### config.mk
export PLATFORM = sky130hd
export DESIGN_NAME = gpio_dual_view
export DESIGN_NICKNAME = d
export VERILOG_FILES = /design/src/rtl/gpio_dual_view.sv
export SDC_FILE = /design/constraint.sdc
export NUM_CORES = 1
export LEC_CHECK = 0
export ABC_AREA = 1
export CAP_MARGIN = 40
export CORE_MARGIN = 2
export CORE_UTILIZATION = 57
export DETAILED_ROUTE_END_ITERATION = 6
export GPL_TIMING_DRIVEN = 0
export PLACE_DENSITY = 0.83
export SLEW_MARGIN = 40
export SYNTH_ARGS = -nofsm -noshare
export SYNTH_HDL_FRONTEND = slang
export SYNTH_SLANG_ARGS = --single-unit
### constraint.sdc
create_clock -name clk -period 3.7 [get_ports clk]
set_input_delay 0.74 -clock clk [delete_from_list [all_inputs] [get_ports clk]]
set_output_delay 0.74 -clock clk [all_outputs]
set_load 0.005 [all_outputs]
### src/rtl/gpio_dual_view.sv
module gpio_dual_view #(
  parameter int NPINS = 24,
  parameter int AW    = 6
) (
  input  logic             clk,
  input  logic             rst_n,
  input  logic [AW-1:0]    bus_addr,
  input  logic             bus_we,
  input  logic [31:0]      bus_wdata,
  output logic [31:0]      bus_rdata,
  input  logic [NPINS-1:0] pin_in,
  output logic [NPINS-1:0] pin_out,
  output logic [NPINS-1:0] pin_oe,
  output logic             irq_main,
  output logic             irq_sub
);

  localparam int IW = AW - 2;
  localparam logic [IW-1:0] S_OUT = IW'(0),  S_DIR = IW'(1),  S_IN  = IW'(2),
                            S_LVL = IW'(3),  S_FLG = IW'(4),  S_MSK = IW'(5),
                            S_STR = IW'(6),  P_EN  = IW'(7),  P_OUT = IW'(8),
                            P_DIR = IW'(9),  P_IN  = IW'(10), P_LVL = IW'(11),
                            P_FLG = IW'(12), P_MSK = IW'(13), P_STR = IW'(14),
                            P_OWN = IW'(15);

  logic [NPINS-1:0] sync1, in_q, en_q, out_q, dir_q, lvl_q, flg_q, msk_q, own_q, str_q;
  logic [1:0]       boot_q;
  logic             str_done;

  wire [IW-1:0]    idx     = bus_addr[AW-1:2];
  wire             sub_win = (idx <= S_STR);
  wire [NPINS-1:0] vmask   = sub_win ? own_q : '1;
  wire [NPINS-1:0] wbits   = bus_wdata[NPINS-1:0];
  wire [NPINS-1:0] match   = ~(in_q ^ lvl_q);
  wire             unused_ok = &{1'b0, bus_addr[1:0], bus_wdata[31:NPINS]};

  wire wr_en  = bus_we && (idx == P_EN);
  wire wr_out = bus_we && (idx == P_OUT || idx == S_OUT);
  wire wr_dir = bus_we && (idx == P_DIR || idx == S_DIR);
  wire wr_lvl = bus_we && (idx == P_LVL || idx == S_LVL);
  wire wr_flg = bus_we && (idx == P_FLG || idx == S_FLG);
  wire wr_msk = bus_we && (idx == P_MSK || idx == S_MSK);
  wire wr_own = bus_we && (idx == P_OWN);

  function automatic logic [NPINS-1:0] merge(input logic [NPINS-1:0] old,
                                             input logic [NPINS-1:0] nw,
                                             input logic [NPINS-1:0] m);
    return (old & ~m) | (nw & m);
  endfunction

  assign str_done = (boot_q == 2'd3);

  always_ff @(posedge clk or negedge rst_n) begin
    if (!rst_n) begin
      sync1  <= '0;
      in_q   <= '0;
      boot_q <= '0;
      str_q  <= '0;
    end else begin
      sync1 <= pin_in;
      in_q  <= sync1;
      if (!str_done) boot_q <= boot_q + 2'd1;
      if (boot_q == 2'd2) str_q <= in_q;
    end
  end

  always_ff @(posedge clk or negedge rst_n) begin
    if (!rst_n) begin
      en_q  <= '0;
      out_q <= '0;
      dir_q <= '0;
      lvl_q <= '0;
      msk_q <= '0;
      own_q <= '0;
      flg_q <= '0;
    end else begin
      if (wr_en)  en_q  <= wbits;
      if (wr_own) own_q <= wbits;
      if (wr_out) out_q <= merge(out_q, wbits, vmask);
      if (wr_dir) dir_q <= merge(dir_q, wbits, vmask);
      if (wr_lvl) lvl_q <= merge(lvl_q, wbits, vmask);
      if (wr_msk) msk_q <= merge(msk_q, wbits, vmask);
      flg_q <= (flg_q & ~(wr_flg ? (wbits & vmask) : '0)) | match;
    end
  end

  logic [NPINS-1:0] rsel;
  always_comb begin
    case (idx)
      S_OUT, P_OUT: rsel = out_q;
      S_DIR, P_DIR: rsel = dir_q;
      S_IN,  P_IN:  rsel = in_q;
      S_LVL, P_LVL: rsel = lvl_q;
      S_FLG, P_FLG: rsel = flg_q;
      S_MSK, P_MSK: rsel = msk_q;
      S_STR, P_STR: rsel = str_q;
      P_EN:         rsel = en_q;
      P_OWN:        rsel = own_q;
      default:      rsel = '0;
    endcase
  end

  assign bus_rdata = 32'(rsel & vmask);
  assign pin_oe    = en_q & dir_q;
  assign pin_out   = out_q & pin_oe;
  assign irq_main  = |(msk_q & flg_q & ~own_q);
  assign irq_sub   = |(msk_q & flg_q & own_q);

endmodule


Word-level counts from Yosys, hierarchy flattened
Index checks and enable logic that the tools add are counted.
{"block": "word_totals", "ff_bits": 242, "input_bits": 65, "wordCells": 77}
{"block": "classes", "n_addsub": 1, "magnitude_cmp": 1, "n_eq_ne": 17, "mux": 3, "bitwise": 22, "reduce_logical": 22}
{"operator": "$and A24 B24 Y24", "n": 12}
{"operator": "$pmux W24 S9", "n": 1}
{"operator": "$or A24 B24 Y24", "n": 5}
{"operator": "$not A24 Y24", "n": 4}
{"operator": "$mux W24", "n": 2}
{"operator": "$reduce_or A24 Y1", "n": 2}
{"operator": "$eq A4 B4 Y1 const B", "n": 8}
{"operator": "$xor A24 B24 Y24", "n": 1}
{"operator": "$eq A4 B3 Y1 const B", "n": 4}
{"operator": "$reduce_or A2 Y1", "n": 7}
{"operator": "$eq A4 B2 Y1 const B", "n": 2}
{"operator": "$logic_and A1 B1 Y1", "n": 7}
{"operator": "$logic_or A1 B1 Y1", "n": 5}
{"operator": "$eq A2 B2 Y1 const B", "n": 2}
{"operator": "$eq A4 B1 Y1 const B", "n": 1}
{"operator": "$le A4 B3 Y1 const B", "n": 1}
{"operator": "$logic_not A4 Y1", "n": 1}
{"operator": "$add A2 B1 Y2 const B", "n": 1}

Logic depth before layout (Yosys ltp)
Gate-level depths: netlist of run 1.
{"block": "depth", "ltp_word": 7, "mapped_depth": 11, "depth_no_buf": 8}

Least setup slack after synthesis of run 1
OpenSTA, ideal clock, no wires.
{"block": "synth_timing", "path_kind": "input port to output port", "startpoint": "input port bus_addr[4]", "endpoint": "output port bus_rdata[0]", "t_arrival_ns": 1.738, "t_required_ns": 2.960, "path_slack_ns": 1.222, "stages": 10, "path_buffers": 4, "cell_sequence": "buf_4 inv_2 buf_6 nand2_2 buf_4 buf_2 o21ai_0 inv_1 nand2_1 inv_1"}
{"block": "synth_between", "elab_chain_cells": 4, "elab_cells_between_ends": 27, "cone_classes": "1 x order compare; 15 x eq/ne; 2 x mux; 1 x bitwise; 8 x reduce/logical"}
{"item": "from (decl)", "line": "7", "source": "input logic [AW-1:0] bus_addr,"}
{"item": "$eq A4 B3 Y1, or another cell as far along", "line": "89", "source": "case (idx)"}
{"item": "$reduce_or A2 Y1", "line": "89"}
{"item": "$pmux W24 S9", "line": "89"}
{"item": "$and A24 B24 Y24 (*)", "line": "103", "source": "assign bus_rdata = 32'(rsel & vmask);"}
{"item": "to (decl)", "line": "10", "source": "output logic [31:0] bus_rdata,"}
Mark *: on every way between the ends. The rest lies on a longest branch, timed or not.

Final worst setup path of run 1
{"block": "layout_timing", "startpoint": "input port bus_addr[2]", "endpoint": "output port bus_rdata[20]"}
The elaborated chain is that of the path after synthesis.

==> flow_summary.json, run 1 <==
{
  "cts_tree": "done",
  "period_share_pct": 99.8,
  "fmax_mhz": 271,
  "crit_slowest_cell": "clkdlybuf4s15_1",
  "ant_nets": 0,
  "dr_wl_met2_mm": 17.3,
  "synthArstFlopShare_pct": 100,
  "clk_path_buf_depth": 3,
  "maxSlewViolCount": 0,
  "instances_no_fill": 2048,
  "cp_max_fo": 10,
  "vias_per_cell": 5.73,
  "hold_path_class": "input port to asynchronous set/reset pin",
  "rows": 53,
  "gp_congestion": 0.949,
  "critPathMaxStageDelay_ns": 0.75,
  "skew_ns": 0.00982,
  "rsz0062_at_grt": "no",
  "synth_common_cells": "nand2_1 (493), dfrtp_1 (242), nand3_1 (199)",
  "die-width_um": 150,
  "root_buffer": "clkbuf_16",
  "drcViolationCount": 0,
  "drive_gt1_share_pct": 9.14,
  "dieArea_mm2": 0.0226,
  "port-buffer-count": 126,
  "worstPathCellList": "buf_4, inv_2, clkdlybuf4s15_1, nand4_1, nand2_1, nor2_1, nand3_1, nand2_1, inv_1, clkdlybuf4s50_1",
  "grt_max_degree": 69,
  "status": "finished clean",
  "nFillCells": 1676,
  "hpwlAfterDp_mm": 26.0,
  "worst_setup_path_end_kind": "primary output",
  "synth_area_per_cell_um2": 7.68,
  "clock_latency_ns": 0.54,
  "syn_inst": 1591,
  "final-seq-area_mm2": 0.00606,
  "grt_pass1_vias": 11400,
  "setup_slack_ns": 0.00680,
  "p_leak_uw": 0.00756,
  "overflow": 0,
  "p_per_area_mw_per_mm2": 524,
  "area_growth_pct": 22.3,
  "routed_wl_mm": 38.9,
  "vias": 11700,
  "yosysUniqueCellTypes": 27,
  "ir_worst_vdd_uv": 378,
  "fin_util_pct": 71.1,
  "yosys-top-cells-area": "dfrtp_1 (50%), nand2_1 (15%), nand3_1 (8.2%)",
  "multiInputGateArea_mm2": 0.00505,
  "crit_type": "input port to primary output",
  "first_iter_violations": 1385,
  "setup_viol": 0,
  "clk_pin_slew_worst_paths_ns": 0.06,
  "drt-pass1-iter-count": 5,
  "antenna_found_initial": 0,
  "nets": 1824,
  "hold_buffers": 0,
  "clock-sinks": 242,
  "netlist_area_mm2": 0.0122,
  "numCtsBuffers": 26,
  "die_y_um": 150,
  "required_ns": 2.96,
  "synth_most_common_cell": "nand2_1",
  "grt_first_pass_wirelength_mm": 59.7,
  "hold_viol_final": 0,
  "top_layer": "met4",
  "ctsHtreeMaxLevel": 1,
  "avgRoutedWirePerCell_um": 19.0,
  "wl_met1_mm": 14.7,
  "grt_usage_pct": 34.9,
  "period_minus_slack_ns": 3.69,
  "crit_top_cell": "nand2_1",
  "antenna_cells": 0,
  "ys_seq_area_share_pct": 49.6,
  "dp_slack_ns": -0.313,
  "place_inst": 2002,
  "ioPinCount": 147,
  "synth_seq_cells": 242,
  "initial_core_util_pct": 58.1,
  "ys.flop_type": "dfrtp_1",
  "tns_ns": 0,
  "slew_headroom_pct": 41.6,
  "tightest_slew_ns": 0.876,
  "yosys.area.top_type": "dfrtp_1",
  "maxCapViolCount": 0,
  "critical_path_arrival_ns": 2.95,
  "yosys_warnings": 0,
  "synth-edff-count": 0,
  "synth_top_area_share_pct": 49.6,
  "cp-start-kind": "input port",
  "wl_met3_mm": 4.53,
  "fp.coreArea_mm2": 0.0210
}
[cells in the final DEF (no fill, tap or decap), drive strengths merged, types with 3 or more instances in the layout]
master / Yosys / routed
clkdlybuf4s50: 0 / 124
clkbuf: 11 / 46
dfrtp: 242 / 242
o21ai: 175 / 175
nor2: 111 / 111
buf: 59 / 62
nand3: 199 / 199
conb: 1 / 8
bufinv: 0 / 6
clkinv: 6 / 8
mux2: 18 / 18
inv: 190 / 190
xor2: 24 / 24
clkinvlp: 0 / 3
nand2: 516 / 516
a21oi: 3 / 3
nand4: 31 / 31
[layout make-up]
type | instances | share of cell area, %
Multi-Input combinational cell | 1090 | 33.8
Tap cell | 275 | 2.30
Clock buffer | 33 | 4.94
Timing Repair Buffer | 131 | 9.12
Inverter | 196 | 4.92
Sequential cell | 242 | 40.5
Buffer | 70 | 2.95
Clock inverter | 11 | 1.45
[layer usage]
layer  global-route usage (%)  up-vias
met5                        0        -
met4                     19.8        0
met3                     7.30      187
met2                     53.4      754
met1                     46.4     5437
li1                         -     5353
[report_power, final]
part,switching [uW],leakage (uW),internal (uW)
combinational,850,0.00421,628
sequential,383,0.00289,3050
clock,1090,0.000457,1820
[worst max-delay path, delay by kind of cell]
family	cells	cell delay (ns)
buffers and inverters	5	1.68
and+or+nand+nor	5	0.54
[per-stage QoR]
stage / hold WS, ns / power (uW) / instance area [um^2]
after global routing: 0.166 / 8150 / 14900
after CTS: 0.141 / 7790 / 14900
after floorplan: 0.331 / 4220 / 12200
after global placement: 0.333 / 4810 / 13800
after detailed placement: 0.335 / 4890 / 13900
final: 0.123 / 7820 / 14900
[kinds of logic (layout without fill, tap and decap cells)]
| family | count (synthesis) | in the layout | synth area share [%] |
|---|---|---|---|
| simple gates | 858 | 858 | 30.0 |
| compound gates | 179 | 179 | 7.38 |
| buf+inv | 266 | 441 | 9.32 |
| fa+ha+maj | 2 | 2 | 0.205 |
| other cells | 1 | 8 | 0.0307 |
| flops | 242 | 242 | 49.6 |
| mux | 18 | 18 | 1.66 |
| xor+xnor | 25 | 25 | 1.79 |
[what timing repair did]
action / in CTS / in global routing
setup buffers: 2 / 0
pin swaps: 1 / 0
gates resized for setup: 13 / 3
hold endpoints to repair: 0 / 0
endpoints found under the setup margin: 24 / 11
[final timing paths]
check / start / end / slack, ns / cells past startpoint
max: bus_addr[2] / bus_rdata[20] / 0.007 / 10
min: rst_n / flg_q[1] / 0.12 / 1
max reg2reg: boot_q[0] / str_q[4] / 1.80 / 4
min reg2reg: sync1[13] / in_q[13] / 0.34 / 0
max in group asynchronous: rst_n / flg_q[13] / 2.52 / 3
min in group clk: sync1[13] / in_q[13] / 0.34 / 0
(Power assumes the default switching activity.)
==> inputs of run 2 (changes only) <==
--- a/config.mk
+++ b/config.mk
@@ -8,10 +8,11 @@
 export ABC_AREA = 1
 export CAP_MARGIN = 40
 export CORE_MARGIN = 2
-export CORE_UTILIZATION = 57
+export CORE_UTILIZATION = 35
 export DETAILED_ROUTE_END_ITERATION = 6
+export GPL_ROUTABILITY_DRIVEN = 0
 export GPL_TIMING_DRIVEN = 0
-export PLACE_DENSITY = 0.83
+export PLACE_DENSITY = 0.56
 export SLEW_MARGIN = 40
 export SYNTH_ARGS = -nofsm -noshare
 export SYNTH_HDL_FRONTEND = slang
==> constraint.sdc (replaced) <==
create_clock -name clk -period 3.7 [get_ports clk]
set_input_delay 0.74 -clock clk [delete_from_list [all_inputs] [get_ports clk]]
set_output_delay 0.74 -clock clk [all_outputs]
set_load 0.05 [all_outputs]
==> flow_summary.json, run 2 (same netlist as run 1, synthesis figures left out) <==
{
  "r2r_setup_slack_ns": 1.87,
  "fin_hold_ws_ns": 0.135,
  "vias": 11200,
  "power_frac_comb_pct": 22.6,
  "maxCapViolCount": 0,
  "timing.rr.start": "boot_q[0]",
  "setup_viol": 0,
  "worst_setup_path_end_kind": "primary output",
  "seqPwrFrac_pct": 42.9,
  "p_sw_uw": 2690,
  "r2r_end": "str_q[10]",
  "internal_power_uw": 5280,
  "mostFrequentLayoutCell": "nand2_1",
  "rows": 68,
  "p_leak_uw": 0.00759,
  "nets": 1827,
  "status": "finished clean",
  "vias_per_cell": 5.01,
  "grt_pass1_vias": 11000,
  "hold_buffers": 0,
  "overflow": 0,
  "grt_first_pass_wirelength_mm": 65.0,
  "clock-sinks": 242,
  "hold_path_class": "input port to asynchronous set/reset pin",
  "skew_ns": 0.0121,
  "period_minus_slack_ns": 3.60,
  "crit_path_end": "bus_rdata[11]",
  "cp_max_fo": 10,
  "ioPinCount": 147,
  "rsz0062_at_grt": "no",
  "p_sw_share_pct": 33.7,
  "root_buffer": "clkbuf_16",
  "clk_pin_slew_worst_paths_ns": 0.06,
  "area_growth_pct": 24.0,
  "die_y_um": 191,
  "crit_type": "input port to primary output",
  "critical_path_arrival_ns": 2.86,
  "cp-start-kind": "input port",
  "slew_headroom_pct": 42.7,
  "ctsHtreeMaxLevel": 1,
  "drive_gt1_share_pct": 10.7,
  "layout_common_cells": "nand2_1 (493), dfrtp_1 (242), nand3_1 (199)",
  "maxSlewViolCount": 0,
  "clock_latency_ns": 0.54,
  "multiInputGateArea_mm2": 0.00505,
  "tightest_slew_ns": 0.860,
  "avgRoutedWirePerCell_um": 19.0,
  "first_iter_violations": 1145,
  "nFillCells": 3498,
  "p_total_uw": 7970,
  "fmax_mhz": 278,
  "numCtsBuffers": 28,
  "drt-pass1-iter-count": 6,
  "hpwlAfterDp_mm": 28.9,
  "reg2reg_depth": 4,
  "die-width_um": 191,
  "hold_viol_final": 0,
  "routed_wl_mm": 42.5,
  "grt_usage_pct": 23.6,
  "grt_max_degree": 68,
  "worstSetupStartpoint": "bus_addr[5]",
  "ant_nets": 0,
  "port-buffer-count": 126,
  "cts_tree": "done",
  "required_ns": 2.96,
  "antenna_found_initial": 0,
  "clockPowerShare_pct": 34.4,
  "antenna_cells": 0,
  "p_per_area_mw_per_mm2": 527,
  "ir_worst_vdd_uv": 410,
  "initial_core_util_pct": 35.5,
  "fp.coreArea_mm2": 0.0345,
  "period_share_pct": 97.2,
  "final-seq-area_mm2": 0.00606,
  "dieArea_mm2": 0.0364,
  "clk_path_buf_depth": 3,
  "drcViolationCount": 0
}
==> run 2: changes by cell type in the layout (fill, tap and decap cells not counted), moves of 4 or more <==
cell and change:
clkdlybuf4s15_2 +20, clkbuf_8 +6, clkinv_2 +6, bufinv_16 -6, clkdlybuf4s50_1 -24, clkbuf_2 +4
==> run 2: worst min path at each step <==
stage	slack [ns]	startpoint	end
2_1_floorplan	0.33	sync1[0]	in_q[0]
3_3_place_gp	0.33	sync1[21]	in_q[21]
3_5_place_dp	0.34	sync1[7]	in_q[7]
4_1_cts	0.14	rst_n	sync1[2]
5_1_grt	0.16	rst_n	sync1[1]
6_report	0.13	rst_n	sync1[2]
==> run 2: stage by stage <==
| stage | cell area (um^2) | utilization, % | setup TNS (ns) | cells | setup slack (ns) |
|---|---|---|---|---|---|
| floorplan | 12200 | - | 0 | 1598 | 0.614 |
| global placement | 14100 | 40.8 | -2206.49 | 2179 | -9.08 |
| detailed placement | 14200 | 41.1 | -15.33 | 2182 | -0.731 |
| CTS | 15100 | 43.9 | 0 | 2234 | 0.0526 |
| global route | 15100 | 44.0 | 0 | 2235 | 0.00483 |
| finish | 15100 | 44.0 | 0 | 2235 | 0.102 |
==> run 2: layout make-up <==
class	count	area share (%)
Clock inverter	7	0.231
Timing Repair Buffer	132	9.17
Inverter	196	4.86
Buffer	70	2.85
Sequential cell	242	40.0
Multi-Input combinational cell	1090	33.3
Clock buffer	43	5.80
Tap cell	455	3.76
==> run 2: critical path, cell delays in order <==
cell             delay, ns
clkdlybuf4s50_1       0.59
nand2_1               0.13
nor2_4                0.21
buf_2                 0.32
nand2_1               0.08
nand2_1               0.07
inv_1                 0.04
nand3_1               0.09
nand2_1               0.06
inv_1                 0.04
clkdlybuf4s15_1       0.48
==> run 2: what timing repair did <==
item,CTS,global route
pin swaps,1,0
gates resized for setup,81,5
cloned,0,0
setup endpoints to repair,24,4
buffers inserted,2,0
==> run 2: power by group through the flow <==
stage                     clock, uW  combinational, uW  sequential (uW)
after detailed placement          0               1810             3460
after global placement            0               1770             3450
final                          2740               1810             3420
after CTS                      2790               1810             3410
after global routing           2900               2000             3480
after floorplan                   0               1210             3350
==> run 2: routing by layer <==
layer,share of wire [%],global-route usage [%],up-vias
li1,-,-,5362
met5,0.19,1.65,-
met2,44,36.1,476
met3,8.4,4.60,82
met1,44,32.9,5276
met4,3.5,8.71,2
